**config.mk**
```make
export PLATFORM = sky130hd
export DESIGN_NAME = divstack_ctrl
export DESIGN_NICKNAME = d
export VERILOG_FILES = /design/src/rtl/divstack_pkg.sv /design/src/rtl/divstack_ctrl_fsm.sv /design/src/rtl/divstack_regfile.sv /design/src/rtl/divstack_ctrl.sv
export SDC_FILE = /design/constraint.sdc
export NUM_CORES = 1
export LEC_CHECK = 0
export BUFFER_PORTS_ARGS = -buffer_cell sky130_fd_sc_hd__buf_4
export CORE_ASPECT_RATIO = 0.8
export CORE_MARGIN = 4
export CORE_UTILIZATION = 55
export DETAILED_ROUTE_END_ITERATION = 10
export PLACE_DENSITY = 0.74
export SYNTH_ARGS = -nofsm -noshare
export SYNTH_HDL_FRONTEND = slang
export SYNTH_SLANG_ARGS = --single-unit
```
**constraint.sdc**
```tcl
create_clock -name clk -period 3.8 [get_ports clk]
set_input_delay 0.38 -clock clk [delete_from_list [all_inputs] [get_ports clk]]
set_output_delay 0.38 -clock clk [all_outputs]
set_load 0.1 [all_outputs]
```
**src/rtl/divstack_pkg.sv**
```systemverilog
package divstack_pkg;

  typedef enum logic [2:0] {
    FORM_MEM           = 3'd0,
    FORM_TOP_BY_REG    = 3'd1,
    FORM_REG_BY_TOP    = 3'd2,
    FORM_REG_BY_TOP_PP = 3'd3,
    FORM_ONE_BY_TOP_PP = 3'd4
  } form_e;

  typedef enum logic {
    SEQ_IDLE = 1'b0,
    SEQ_WAIT = 1'b1
  } seq_e;

  typedef struct packed {
    logic latchOps;
    logic writeBack;
    logic popTop;
    logic pushTop;
  } strobe_t;

endpackage

```
**src/rtl/divstack_ctrl_fsm.sv**
```systemverilog
module divstack_ctrl_fsm
  import divstack_pkg::*;
#(
  parameter int PTR_W = 3
) (
  input  logic             clk,
  input  logic             rst_n,
  input  logic             opValid,
  input  logic [2:0]       opForm,
  input  logic [PTR_W-1:0] opIdx,
  input  logic             loadValid,
  input  logic             ddEmpty,
  input  logic             dsEmpty,
  input  logic             divValid,
  input  logic             divWriteOk,
  output logic [PTR_W-1:0] ddRel,
  output logic [PTR_W-1:0] dsRel,
  output logic [PTR_W-1:0] dstRel,
  output logic             useMem,
  output strobe_t          strb,
  output logic             busy,
  output logic             divStart,
  output logic             stackFault
);

  localparam logic [PTR_W-1:0] REL_ZERO = '0;
  localparam logic [PTR_W-1:0] REL_ONE  = PTR_W'(1);

  seq_e state;
  logic popPending;
  logic formLegal;
  logic formPops;
  logic take;
  logic faultNow;

  always_comb begin
    ddRel     = REL_ZERO;
    dsRel     = REL_ZERO;
    dstRel    = REL_ZERO;
    useMem    = 1'b0;
    formPops  = 1'b0;
    formLegal = 1'b1;
    case (form_e'(opForm))
      FORM_MEM: begin
        useMem = 1'b1;
      end
      FORM_TOP_BY_REG: begin
        dsRel = opIdx;
      end
      FORM_REG_BY_TOP: begin
        ddRel  = opIdx;
        dstRel = opIdx;
      end
      FORM_REG_BY_TOP_PP: begin
        ddRel    = opIdx;
        dstRel   = opIdx;
        formPops = 1'b1;
      end
      FORM_ONE_BY_TOP_PP: begin
        ddRel    = REL_ONE;
        dstRel   = REL_ONE;
        formPops = 1'b1;
      end
      default: formLegal = 1'b0;
    endcase
  end

  assign faultNow = ddEmpty | (~useMem & dsEmpty);
  assign take     = (state == SEQ_IDLE) & opValid & formLegal;

  always_comb begin
    strb.latchOps  = take & ~faultNow;
    strb.writeBack = (state == SEQ_WAIT) & divValid & divWriteOk;
    strb.popTop    = (state == SEQ_WAIT) & divValid & divWriteOk & popPending;
    strb.pushTop   = (state == SEQ_IDLE) & loadValid & ~take;
  end

  assign busy = (state == SEQ_WAIT);

  always_ff @(posedge clk) begin
    if (!rst_n) begin
      state      <= SEQ_IDLE;
      popPending <= 1'b0;
      divStart   <= 1'b0;
      stackFault <= 1'b0;
    end else begin
      divStart   <= take & ~faultNow;
      stackFault <= take & faultNow;
      case (state)
        SEQ_IDLE: begin
          if (take && !faultNow) begin
            state      <= SEQ_WAIT;
            popPending <= formPops;
          end
        end
        SEQ_WAIT: begin
          if (divValid) begin
            state      <= SEQ_IDLE;
            popPending <= 1'b0;
          end
        end
        default: state <= SEQ_IDLE;
      endcase
    end
  end

endmodule

```
**src/rtl/divstack_regfile.sv**
```systemverilog
module divstack_regfile
  import divstack_pkg::*;
#(
  parameter int DATA_W = 32,
  parameter int DEPTH  = 8,
  parameter int PTR_W  = $clog2(DEPTH)
) (
  input  logic              clk,
  input  logic              rst_n,
  input  strobe_t           strb,
  input  logic [PTR_W-1:0]  ddRel,
  input  logic [PTR_W-1:0]  dsRel,
  input  logic [PTR_W-1:0]  dstRel,
  input  logic              useMem,
  input  logic [DATA_W-1:0] memOperand,
  input  logic [DATA_W-1:0] loadData,
  input  logic [DATA_W-1:0] divQuotient,
  output logic              ddEmpty,
  output logic              dsEmpty,
  output logic [DATA_W-1:0] divDividend,
  output logic [DATA_W-1:0] divDivisor
);

  localparam logic [PTR_W-1:0] PTR_ONE = PTR_W'(1);

  logic [DATA_W-1:0] slotData [DEPTH];
  logic [DEPTH-1:0]  slotEmpty;
  logic [PTR_W-1:0]  topQ;
  logic [PTR_W-1:0]  dstPhysQ;
  logic [PTR_W-1:0]  ddPhys;
  logic [PTR_W-1:0]  dsPhys;
  logic [PTR_W-1:0]  pushPhys;

  assign ddPhys   = topQ + ddRel;
  assign dsPhys   = topQ + dsRel;
  assign pushPhys = topQ - PTR_ONE;
  assign ddEmpty  = slotEmpty[ddPhys];
  assign dsEmpty  = slotEmpty[dsPhys];

  always_ff @(posedge clk) begin
    if (!rst_n) begin
      topQ      <= '0;
      slotEmpty <= '1;
      dstPhysQ  <= '0;
      for (int e = 0; e < DEPTH; e++) slotData[e] <= '0;
    end else begin
      if (strb.latchOps) dstPhysQ <= topQ + dstRel;
      if (strb.pushTop) begin
        topQ                <= pushPhys;
        slotData[pushPhys]  <= loadData;
        slotEmpty[pushPhys] <= 1'b0;
      end
      if (strb.writeBack) slotData[dstPhysQ] <= divQuotient;
      if (strb.popTop) begin
        slotEmpty[topQ] <= 1'b1;
        topQ            <= topQ + PTR_ONE;
      end
    end
  end

  always_ff @(posedge clk) begin
    if (!rst_n) begin
      divDividend <= '0;
      divDivisor  <= '0;
    end else if (strb.latchOps) begin
      divDividend <= slotData[ddPhys];
      divDivisor  <= useMem ? memOperand : slotData[dsPhys];
    end
  end

endmodule

```
**src/rtl/divstack_ctrl.sv**
```systemverilog
module divstack_ctrl
  import divstack_pkg::*;
#(
  parameter int DATA_W = 32,
  parameter int DEPTH  = 8,
  localparam int PTR_W = $clog2(DEPTH)
) (
  input  logic              clk,
  input  logic              rst_n,
  input  logic              opValid,
  input  logic [2:0]        opForm,
  input  logic [PTR_W-1:0]  opIdx,
  input  logic [DATA_W-1:0] memOperand,
  input  logic              loadValid,
  input  logic [DATA_W-1:0] loadData,
  output logic              busy,
  output logic              stackFault,
  output logic              divStart,
  output logic [DATA_W-1:0] divDividend,
  output logic [DATA_W-1:0] divDivisor,
  input  logic              divValid,
  input  logic [DATA_W-1:0] divQuotient,
  input  logic              divWriteOk
);

  strobe_t          strb;
  logic [PTR_W-1:0] ddRel;
  logic [PTR_W-1:0] dsRel;
  logic [PTR_W-1:0] dstRel;
  logic             useMem;
  logic             ddEmpty;
  logic             dsEmpty;

  divstack_ctrl_fsm #(.PTR_W(PTR_W)) ctrl_i (
    .clk(clk), .rst_n(rst_n), .opValid(opValid), .opForm(opForm), .opIdx(opIdx),
    .loadValid(loadValid), .ddEmpty(ddEmpty), .dsEmpty(dsEmpty),
    .divValid(divValid), .divWriteOk(divWriteOk), .ddRel(ddRel), .dsRel(dsRel),
    .dstRel(dstRel), .useMem(useMem), .strb(strb), .busy(busy),
    .divStart(divStart), .stackFault(stackFault)
  );

  divstack_regfile #(.DATA_W(DATA_W), .DEPTH(DEPTH), .PTR_W(PTR_W)) data_i (
    .clk(clk), .rst_n(rst_n), .strb(strb), .ddRel(ddRel), .dsRel(dsRel),
    .dstRel(dstRel), .useMem(useMem), .memOperand(memOperand), .loadData(loadData),
    .divQuotient(divQuotient), .ddEmpty(ddEmpty), .dsEmpty(dsEmpty),
    .divDividend(divDividend), .divDivisor(divDivisor)
  );

endmodule

```
======== Yosys cells after proc, flatten, opt, wreduce, memory -nomap -nowiden ========
Memories as Yosys holds them, arrays and structs flattened. A register that Yosys moved wholly into a read port is not among the register bits.
Cells that the tools add are included.
storage, ports and cells
  output and inout port bits .............. 67
  memories kept ........................... 1
  register bits after elaboration ......... 50
  word-level logic and storage cells ...... 94
  input port bits ......................... 108
  bits in writable memories ............... 256
memory list
  memory           depth  width  rd ports  clocked after Yosys merged registers in  wr ports  RTL line                source
  data_i.slotData  8      32     2         1                                        8         divstack_regfile.sv:26  logic [DATA_W-1:0] slotData [DEPTH];
cells by class
  magnitude comparators ................... 6
  reductions and logical operators ........ 13
  multiplexer cells ....................... 38
  bitwise gates (word level) .............. 18
  $add $sub $neg .......................... 4
  equal/unequal tests ..................... 6
operator list
  cell                                                                                  count
  32-bit 2-to-1 mux                                                                     3
  32-bit OR reduction                                                                   2
  8-bit 2-to-1 mux                                                                      3
  1-bit 2-to-1 mux                                                                      20
  3-bit by 4-bit less-than comparator with 1-bit output (second input constant)         4
  3-bit 2-to-1 mux                                                                      5
  1-bit bitwise AND                                                                     10
  8-bit bitwise AND                                                                     1
  8-bit inverter                                                                        1
  8-bit OR                                                                              1
  3-bit adder                                                                           2
  1-bit binary-select mux with 3-bit select                                             2
  1-bit demux with 3-bit select                                                         2
  3-bit by 2-bit == test with 1-bit output (second input constant)                      2
  3-bit by 1-bit greater-or-equal comparator with 1-bit output (second input constant)  2
  3-bit one-hot mux with 2 select lines                                                 1
  5-bit OR reduction                                                                    1
  2-bit inequality test (second input constant)                                         2
  1-bit inverter                                                                        4
  1-bit one-hot mux with 2 select lines                                                 2
  2-bit OR reduction                                                                    2
  3-bit by 1-bit adder with 3-bit output (second input constant)                        1
  3-bit by 1-bit == test with 1-bit output (second input constant)                      1
  3-bit == test (second input constant)                                                 1
  7 further kinds                                                                       10

======== Logic depth before layout (Yosys ltp) ========
Gate-level depths: netlist of the first run.
  word-level depth ........................ 12
  mapped depth ............................ 13
  gate-level depth less buffers ........... 10

======== Modules after synthesis ========
From an unflattened synthesis of the first run, not the netlist that was laid out.
second synthesis, totals
  cells, all modules ...................... 1,287
  area, all modules ....................... 18,016.0 um^2
modules (own cells, without submodules)
  module             seq. area each (um^2)  area each (um^2)  cells each  instances
  divstack_regfile   9,248.9                17,675.7          1,250       1
  divstack_ctrl_fsm  80.1                   340.3             37          1

======== Least setup slack after synthesis of the first run ========
OpenSTA, ideal clock, no wires.
  kind .................................... register -> register
  from .................................... register ctrl_i.state, in the netlist ctrl_i.busy
  to ...................................... memory data_i.slotData[3][0] (enable)
  path buffers ............................ 3
  data required time ...................... 3.322 ns
  stages on the path, launching flop included .. 8
  arrival time ............................ 2.979 ns
  library setup time ...................... 0.478 ns
  period minus slack after synthesis ...... 3.457 ns
  slack ................................... 0.343 ns
  cells stage by stage .................... dfxtp_1 -> clkbuf_1 -> and4_1 -> clkbuf_1 -> nor3_1 -> o21bai_1 -> clkbuf_1 -> nand2_1
RTL lines
  element                   RTL line                 source
  start: declaration        divstack_ctrl_fsm.sv:29  seq_e state;
  start signal: assignment  divstack_ctrl_fsm.sv:82  state <= SEQ_IDLE;
  start signal: assignment  divstack_ctrl_fsm.sv:92  state <= SEQ_WAIT;
  start signal: assignment  divstack_ctrl_fsm.sv:98  state <= SEQ_IDLE;
  end: declaration          divstack_regfile.sv:26

======== Final worst setup path of the first run ========
  from .................................... register data_i.topQ[1]
  to ...................................... register data_i.divDividend[15] (read register of data_i.slotData)
on the way
  word-level cells in the longest chain between the ends .. 7
  elaborated cells between the ends (all ways) .. 10
  those cells by class .................... add/sub: 2; mux: 4; bitwise: 4
ends and longest elaborated chain
  element                                    RTL line                 source
  start: declaration                         divstack_regfile.sv:28   logic [PTR_W-1:0] topQ;
  start signal: assignment                   divstack_regfile.sv:49   topQ <= pushPhys;
  start signal: assignment                   divstack_regfile.sv:56   topQ <= topQ + PTR_ONE;
  3-bit adder                                divstack_regfile.sv:35   assign dsPhys = topQ + dsRel;
  1-bit binary-select mux with 3-bit select  divstack_regfile.sv:38   assign dsEmpty = slotEmpty[dsPhys];
  1-bit 2-to-1 mux (implied by the code)     divstack_regfile.sv:38
  1-bit bitwise AND                          divstack_ctrl_fsm.sv:68  assign faultNow = ddEmpty | (~useMem & dsEmpty);
  1-bit OR                                   divstack_ctrl_fsm.sv:68
  1-bit inverter                             divstack_ctrl_fsm.sv:72  strb.latchOps = take & ~faultNow;
  1-bit bitwise AND                          divstack_ctrl_fsm.sv:72
  end: declaration                           divstack_regfile.sv:20   output logic [DATA_W-1:0] divDividend,
Parallel ways exist; a longest one is shown, timed or not. The select of a mux whose other input is x is not followed.
A chain may end at the register's enable or synchronous reset.

==> results of run 1 <==
[routing by layer]
layer  share of wire  global-route usage
met3            0.11             0.04666
met1            0.39              0.3874
met5               0                   0
met2            0.48              0.4448
met4           0.018             0.06058
[kinds of logic (layout without fill, tap and decap cells)]
family,after synthesis,in the layout,synth area share
AO/OA/AOI/OAI,103,103,0.03703
XOR/XNOR,7,7,0.006700
adder cells (fa/ha/maj),6,6,0.005301
buffers and inverters,106,280,0.02731
flip-flops,338,338,0.5489
multiplexers,299,299,0.2756
AND/OR/NAND/NOR,425,425,0.09909
[area by class of cell]
| type | count | area (µm²) | area share |
|---|---|---|---|
| Timing Repair Buffer | 211 | 1797 | 0.08952 |
| Multi-Input combinational cell | 840 | 7313 | 0.3644 |
| Clock inverter | 18 | 137.6 | 0.006857 |
| Clock buffer | 46 | 958.4 | 0.04775 |
| Tap cell | 413 | 516.7 | 0.02575 |
| Sequential cell | 338 | 9329 | 0.4648 |
| Inverter | 5 | 18.77 | 0.0009351 |
[cell usage in the layout (no fill, tap or decap), types with 8 or more instances in the layout]
cell type / n
a21o_1: 32
nand2_2: 11
nor2_1: 269
clkbuf_1: 8
edfxtp_1: 256
buf_12: 17
clkbuf_16: 36
a21oi_1: 12
buf_4: 194
dfxtp_1: 82
mux2_2: 32
mux2i_1: 135
mux4_2: 132
nand2_1: 110
o21ai_0: 44
clkinv_2: 8
[worst paths after layout]
path / start / end / slack, ns / depth (start not counted)
worst max-delay path: data_i.topQ[1]$_SDFFE_PN0P_ / data_i.divDividend[15]$_SDFFE_PN0P_ / 0.68 / 7
worst min-delay path: divValid / ctrl_i.busy$_SDFF_PN0_ / 0.18 / 3
worst max register to register: data_i.topQ[1]$_SDFFE_PN0P_ / data_i.divDividend[15]$_SDFFE_PN0P_ / 0.68 / 7
worst min register to register: data_i.divDividend[2]$_SDFFE_PN0P_ / data_i.divDividend[2]$_SDFFE_PN0P_ / 0.46 / 2
[power by group through the flow]
stage	clock network (mW)	registers (mW)	logic (mW)
after global routing	3.49	4.26	1.87
after floorplan	0	4.32	1.17
final	3.30	4.25	1.76
after global placement	0	4.30	1.73
after detailed placement	0	4.32	1.75
after CTS	3.32	4.25	1.76
[registers in the layout, summed over array words and instances (netlist names)]
| name | cells |
|---|---|
| ctrl_i.divStart | 1 |
| data_i.divDivisor | 32 |
| data_i.slotData | 256 |
| data_i.divDividend | 32 |
| ctrl_i.popPending | 1 |
| data_i.dstPhysQ | 3 |
| data_i.slotEmpty | 8 |
| data_i.topQ | 3 |
| ctrl_i.busy | 1 |
| ctrl_i.stackFault | 1 |
[worst max-delay path, stage by stage (launching register included)]
cell and delay, ns:
dfxtp_1 0.47, inv_1 0.21, fa_4 0.92, mux4_2 0.51
mux2i_1 0.18, o211ai_1 0.15, buf_12 0.32, mux2i_1 0.19
==> run summary, run 1 <==
Status: completed
Crit path max fanout: 69
Fillers: 2214
Post-CTS Setup Bufs: 0
Pwr dens: 463.9 nW/µm²
Synth Warn #: 0
Post-route ant nets: 0
Critical Path RT: 4.17 ns
Ranking of synthesized cells by area: edfxtp_1, mux4_2, dfxtp_1
Worst-path clk slew: 0.06 ns
Non-Filler Instances: 1871
Final WS setup: 0.6761 ns
Syn_nets: 1398
Final critical-path share of the clock period: 0.8221
Fin Setup TNS: 0 ns
Core area: 30380 µm²
Syn avg cell area: 13.24 µm²
Total GRT Usage: 0.2708
Pin count of the biggest net entering global routing: 160
Reg power frac: 0.456
Post-Syn Area: 17000 µm²
Port bufs: 174
Combinational group share of total power: 0.189
CP Capture Type: flip-flop
Leakage: 7.769 nW
Routed wire length: 45590 µm
Nature of the critical path startpoint: flip-flop
Layout Nets: 1545
Die ar.: 33790 µm²
Leading area contributor after synthesis: edfxtp_1
Via count: 11.58k
Final Core Density: 0.6606
DIE WIDTH: 204.5 µm
Routability Congestion: 0.8132
Share of layout cells above drive strength 1: 0.3121
EDFF count, synth: 256
DRC viols: 0
Setup Skew: 0.02331 ns
Hold crit path type: input port to flip-flop
Max clock buf depth: 3
Pre-CTS setup slack: 0.2905 ns
First-pass GRT wire length: 69220 µm
Drt first pass iters: 5
CTS tree: built
Final min period: 3.124 ns
Post-Place Cell Area: 18970 µm²
Primary FF master, synth: edfxtp_1
RSZ-0062 raised after global routing: false
Cells after DPL: 1807
Initial Utilization: 0.5594
Vias per inst: 6.191
Die Y: 165.2 µm
Detailed Route Iter0 Violations: 1595
Critical path arrival: 3.50 ns
Cell with the most instances after synthesis: nor2_1
Final Cell Area: 20070 µm²
Max VDD drop: 0.0002852 V
Hpwl dp: 26810 µm
DR WL/cell: 24.36 µm
Int Power: 6.860 mW
Initial antenna violation count: 0
Post-synthesis register bit count: 338
Worst rel slew slack: 0.3966
# IOs: 175
Clock Root Buffer: clkbuf_16
Max Freq: 0.3201 GHz
Hold Worst Slack: 0.1750 ns
Cell variety after synth: 44
Total CTS buffers: 35
Synth Instances: 1284
Post-synthesis sequential area ratio: 0.5489
Async set-reset flop share out of synthesis: 0
Worst-Skew Late Latency: 0.53 ns
Hold-fix buffers, CTS: 0
Net Sw Frac: 0.2632
Final-report setup violation count: 0
Vias in the first global route: 11.65k
Max-slew violation count: 0
Number of hold violations in the final report: 0
Clock sink count: 338
Htree depth: 2
Synth top cells by count: nor2_1, edfxtp_1, mux2i_1, mux4_2, nand2_1
Final Power: 9.311 mW
Area delta synth->final: 18.10%
Number of gates resized after cts: 0
Clock power share: 0.355
Max-Cap Viols: 0
Area share of the largest cell type after synthesis: 0.4523
Least-Margin Pin Slew: 0.8800 ns
Remaining Overflow, GRT: 0
N_diodes: 0
Cell Rows: 57
Net Switching: 2.451 mW
Critical path class: flip-flop to flip-flop
Note: power is estimated with default switching activity, not from simulation.
==> run 2, diff against run 1 <==
- ABC_AREA: unset -> 1
- CORE_UTILIZATION: 55 -> 54
- PLACE_DENSITY: 0.74 -> 0.76
- clock period: 3.8 -> 2.7 ns (I/O delays scaled with it)
==> run 2 against run 1 <==
Design area increased by 7.8%. Critical path depth increased by 6. Die area increased by 6.2%. Worst setup slack got worse by 0.54 ns. Critical path type unchanged. Critical endpoint is now data_i.slotData[1][9]$_SDFFCE_PN0P_. Largest cell class unchanged. Largest power group unchanged.
==> run summary, run 2 <==
Post-route ant nets: 0 (unchanged)
Nature of the critical path startpoint: flip-flop (unchanged)
Synth Instances: 2194 (was 1284)
First-pass GRT wire length: 87140 µm (was 69220 µm)
Hold crit path type: input port to flip-flop (unchanged)
Pin count of the biggest net entering global routing: 138 (was 160)
Clock Root Buffer: clkbuf_16 (unchanged)
Routability Congestion: 0.9209 (was 0.8132)
Commonest non-fill, non-tap cell in the layout: nor2_1 (unchanged)
Status: completed (unchanged)
Remaining Overflow, GRT: 0 (unchanged)
Ranking of synthesized cells by area: edfxtp_1, dfxtp_1, nor2_1 (was edfxtp_1, mux4_2, dfxtp_1)
Vias in the first global route: 15.87k (was 11.65k)
Critical path arrival: 2.78 ns (was 3.50 ns)
Worst hold path depth: 5 (was 3)
CTS tree: built (unchanged)
Hold EP: data_i.divDivisor[1]$_SDFFE_PN0P_ (was ctrl_i.busy$_SDFF_PN0_)
Number of hold violations in the final report: 0 (unchanged)
N_diodes: 0 (unchanged)
# IOs: 175 (unchanged)
Worst-Skew Late Latency: 0.52 ns (was 0.53 ns)
Leakage: 9.391 nW (was 7.769 nW)
Most frequent cells in the layout: nor2_1, nand2_1, o21ai_0 (was nor2_1, edfxtp_1, buf_4)
Max reg flops: 256 (unchanged)
Final critical-path share of the clock period: 0.9493 (was 0.8221)
Max Freq: 0.3902 GHz (was 0.3201 GHz)
Post-Syn Area: 17770 µm² (was 17000 µm²)
Slowest Stage Delay on Critical Path: 0.39 ns (was 0.92 ns)
Routed wire length: 57820 µm (was 45590 µm)
Crit path from: data_i.topQ[0]$_SDFFE_PN0P_ (was data_i.topQ[1]$_SDFFE_PN0P_)
Main combinational cell family by area after synthesis: simple AND/OR/NAND/NOR gates (was multiplexers)
Biggest regs: data_i.slotData (256), data_i.divDividend (32), data_i.divDivisor (32) (unchanged)
CP Capture Type: flip-flop (unchanged)
Max VDD drop: 0.0004012 V (was 0.0002852 V)
Post-synthesis sequential area ratio: 0.5248 (was 0.5489)
Worst-path clk slew: 0.06 ns (about the same)
Initial antenna violation count: 1 (was 0)
Area delta synth->final: 21.69% (was 18.10%)
Max clock buf depth: 3 (unchanged)
Max-slew violation count: 0 (unchanged)
DIE WIDTH: 210.8 µm (was 204.5 µm)
Critical Path RT: 2.92 ns (was 4.17 ns)
Total CTS buffers: 36 (was 35)
Setup Skew: 0.01116 ns (was 0.02331 ns)
Max-Cap Viols: 0 (unchanged)
Final min period: 2.563 ns (was 3.124 ns)
Detailed Route Iter0 Violations: 2147 (was 1595)
Drt first pass iters: 7 (was 5)
Htree depth: 2 (unchanged)
Leading area contributor after synthesis: edfxtp_1 (unchanged)
Critical path class: flip-flop to flip-flop (unchanged)
Total GRT Usage: 0.3086 (was 0.2708)
Synth top cells by count: nor2_1, nand2_1, o21ai_0, a21oi_1, edfxtp_1 (was nor2_1, edfxtp_1, mux2i_1, mux4_2, nand2_1)
Primary FF master, synth: edfxtp_1 (unchanged)
Pwr dens: 676.3 nW/µm² (was 463.9 nW/µm²)
Xor and xnor area share after synthesis: 0.0009855 (was 0.006700)
Post-synthesis mux area share: 0.01802 (was 0.2756)
Hold wc startpoint: memOperand[1] (was divValid)
Initial Utilization: 0.5472 (was 0.5594)
Reg2reg end: data_i.slotData[1][9]$_SDFFCE_PN0P_ (was data_i.divDividend[15]$_SDFFE_PN0P_)
Synth Warn #: 0 (unchanged)
CP Cell Sequence: buf_6, clkinv_1, ha_1, or2_1, and2_1, inv_1, nand2_1, o21ai_2, inv_1, nor2_2, nand2_2, nand2_2, buf_12 (was inv_1, fa_4, mux4_2, mux2i_1, o211ai_1, buf_12, mux2i_1)
Fillers: 2622 (was 2214)
EDFF count, synth: 256 (unchanged)
Cell Rows: 59 (was 57)
Crit path max fanout: 13 (was 69)
Final Core Density: 0.6659 (was 0.6606)
RR Startpoint: data_i.topQ[0]$_SDFFE_PN0P_ (was data_i.topQ[1]$_SDFFE_PN0P_)
RSZ-0062 raised after global routing: false (unchanged)
Area share of the largest cell type after synthesis: 0.4325 (was 0.4523)
DRC viols: 0 (unchanged)
Share of layout cells above drive strength 1: 0.1689 (was 0.3121)
Async set-reset flop share out of synthesis: 0 (unchanged)
Adder-cell share of the synthesized area: 0.005068 (was 0.005301)
Die Y: 170.3 µm (was 165.2 µm)
Syn avg cell area: 8.101 µm² (was 13.24 µm²)
Syn_nets: 2308 (was 1398)
Hpwl dp: 37000 µm (was 26810 µm)
Via count: 16.84k (was 11.58k)
Synth Area in Compound Gates: 0.1807 (was 0.03703)
DR WL/cell: 20.39 µm (was 24.36 µm)
CP max stage cell: dfxtp_4 (was fa_4)
Final Power: 14.63 mW (was 9.311 mW)
Final-report setup violation count: 0 (unchanged)
Clock sink count: 338 (unchanged)
Top reg by flops: data_i.slotData (unchanged)
Post-synthesis register bit count: 338 (unchanged)
R2r worst-path depth: 13 (was 7)
Layout Nets: 2497 (was 1545)
Least-Margin Pin Slew: 0.7269 ns (was 0.8800 ns)
Port bufs: 174 (unchanged)
R2r setup slk: 0.14 ns (was 0.68 ns)
Simple-gate area share of the yosys netlist: 0.1891 (was 0.09909)
Vias per inst: 5.937 (was 6.191)
Worst rel slew slack: 0.5016 (was 0.3966)
Cell with the most instances after synthesis: nor2_1 (unchanged)
Cell variety after synth: 35 (was 44)
Die ar.: 35900 µm² (was 33790 µm²)
Core area: 32480 µm² (was 30380 µm²)
-- run 2: critical path: cells and delay by family (launching register included) --
kind	cells	cell delay, ns
and+or+nand+nor	6	0.86
buffers and inverters	5	0.67
DFF	1	0.39
adders and majority gates	1	0.21
AOI/OAI and AO/OA	1	0.12
-- run 2: layer usage --
layer  vias up  global-route usage  share of wire
met3       186             0.06008           0.12
met4         2              0.1240          0.039
met2      1160              0.4905           0.46
met1      7774              0.4212           0.38
met5         -                   0        0.00022
li1       7714                   -              -
-- run 2: cell type report --
class / instances / area (µm²) / share of cell area
clock inverters: 9 / 93.84 / 0.004339
clock buffers: 55 / 1044 / 0.04824
well taps: 427 / 534.3 / 0.02470
flip-flops and latches: 338 / 9335 / 0.4316
inverters: 197 / 739.5 / 0.03419
multi-input cells: 1499 / 7108 / 0.3286
repair buffers: 311 / 2775 / 0.1283
-- run 2: how the worst max path moves through the flow --
stage | cells after the start | end | slack [ns]
6_report | 13 | data_i.slotData[1][9]$_SDFFCE_PN0P_ | 0.14
4_1_cts | 13 | data_i.slotData[2][24]$_SDFFCE_PN0P_ | 0.09
3_5_place_dp | 16 | data_i.divDivisor[0]$_SDFFE_PN0P_ | -0.28
2_1_floorplan | 9 | data_i.slotData[0][0]$_SDFFCE_PN0P_ | -0.04
3_3_place_gp | 16 | data_i.divDivisor[0]$_SDFFE_PN0P_ | -0.19
5_1_grt | 14 | data_i.divDivisor[18]$_SDFFE_PN0P_ | 0.02
-- run 2: what timing repair did --
item,CTS,global route
endpoints found under the hold margin,1,0
gates cloned,0,2
setup endpoints to repair,34,333
setup buffers,0,0
hold buffers,1,0
gates resized for setup,3,10
-- run 2: cell families after synthesis --
logic type / count (synthesis)
flops: 338
mux: 32
buf+inv: 357
fa+ha+maj: 6
xor+xnor: 2
compound gates: 611
simple gates: 848
-- run 2: per-stage QoR --
step	hold WS [ns]	setup TNS, ns	area, µm²	cells	setup slack (ns)
after floorplan	0.3826	-4.648	17800	2194	-0.03632
after global placement	0.4556	-4.664	20390	2769	-0.1875
after detailed placement	0.4617	-11.49	20390	2769	-0.2815
after CTS	0.06015	0	21550	2834	0.09015
after global routing	0.1003	0	21630	2836	0.01897
final	0.06300	0	21630	2836	0.1369
-- run 2: where the power goes --
part	switching, mW	internal, mW
Clock	2.01	2.85
Combinational	2.51	1.26
Sequential	0.130	5.87
Total	4.64	9.98
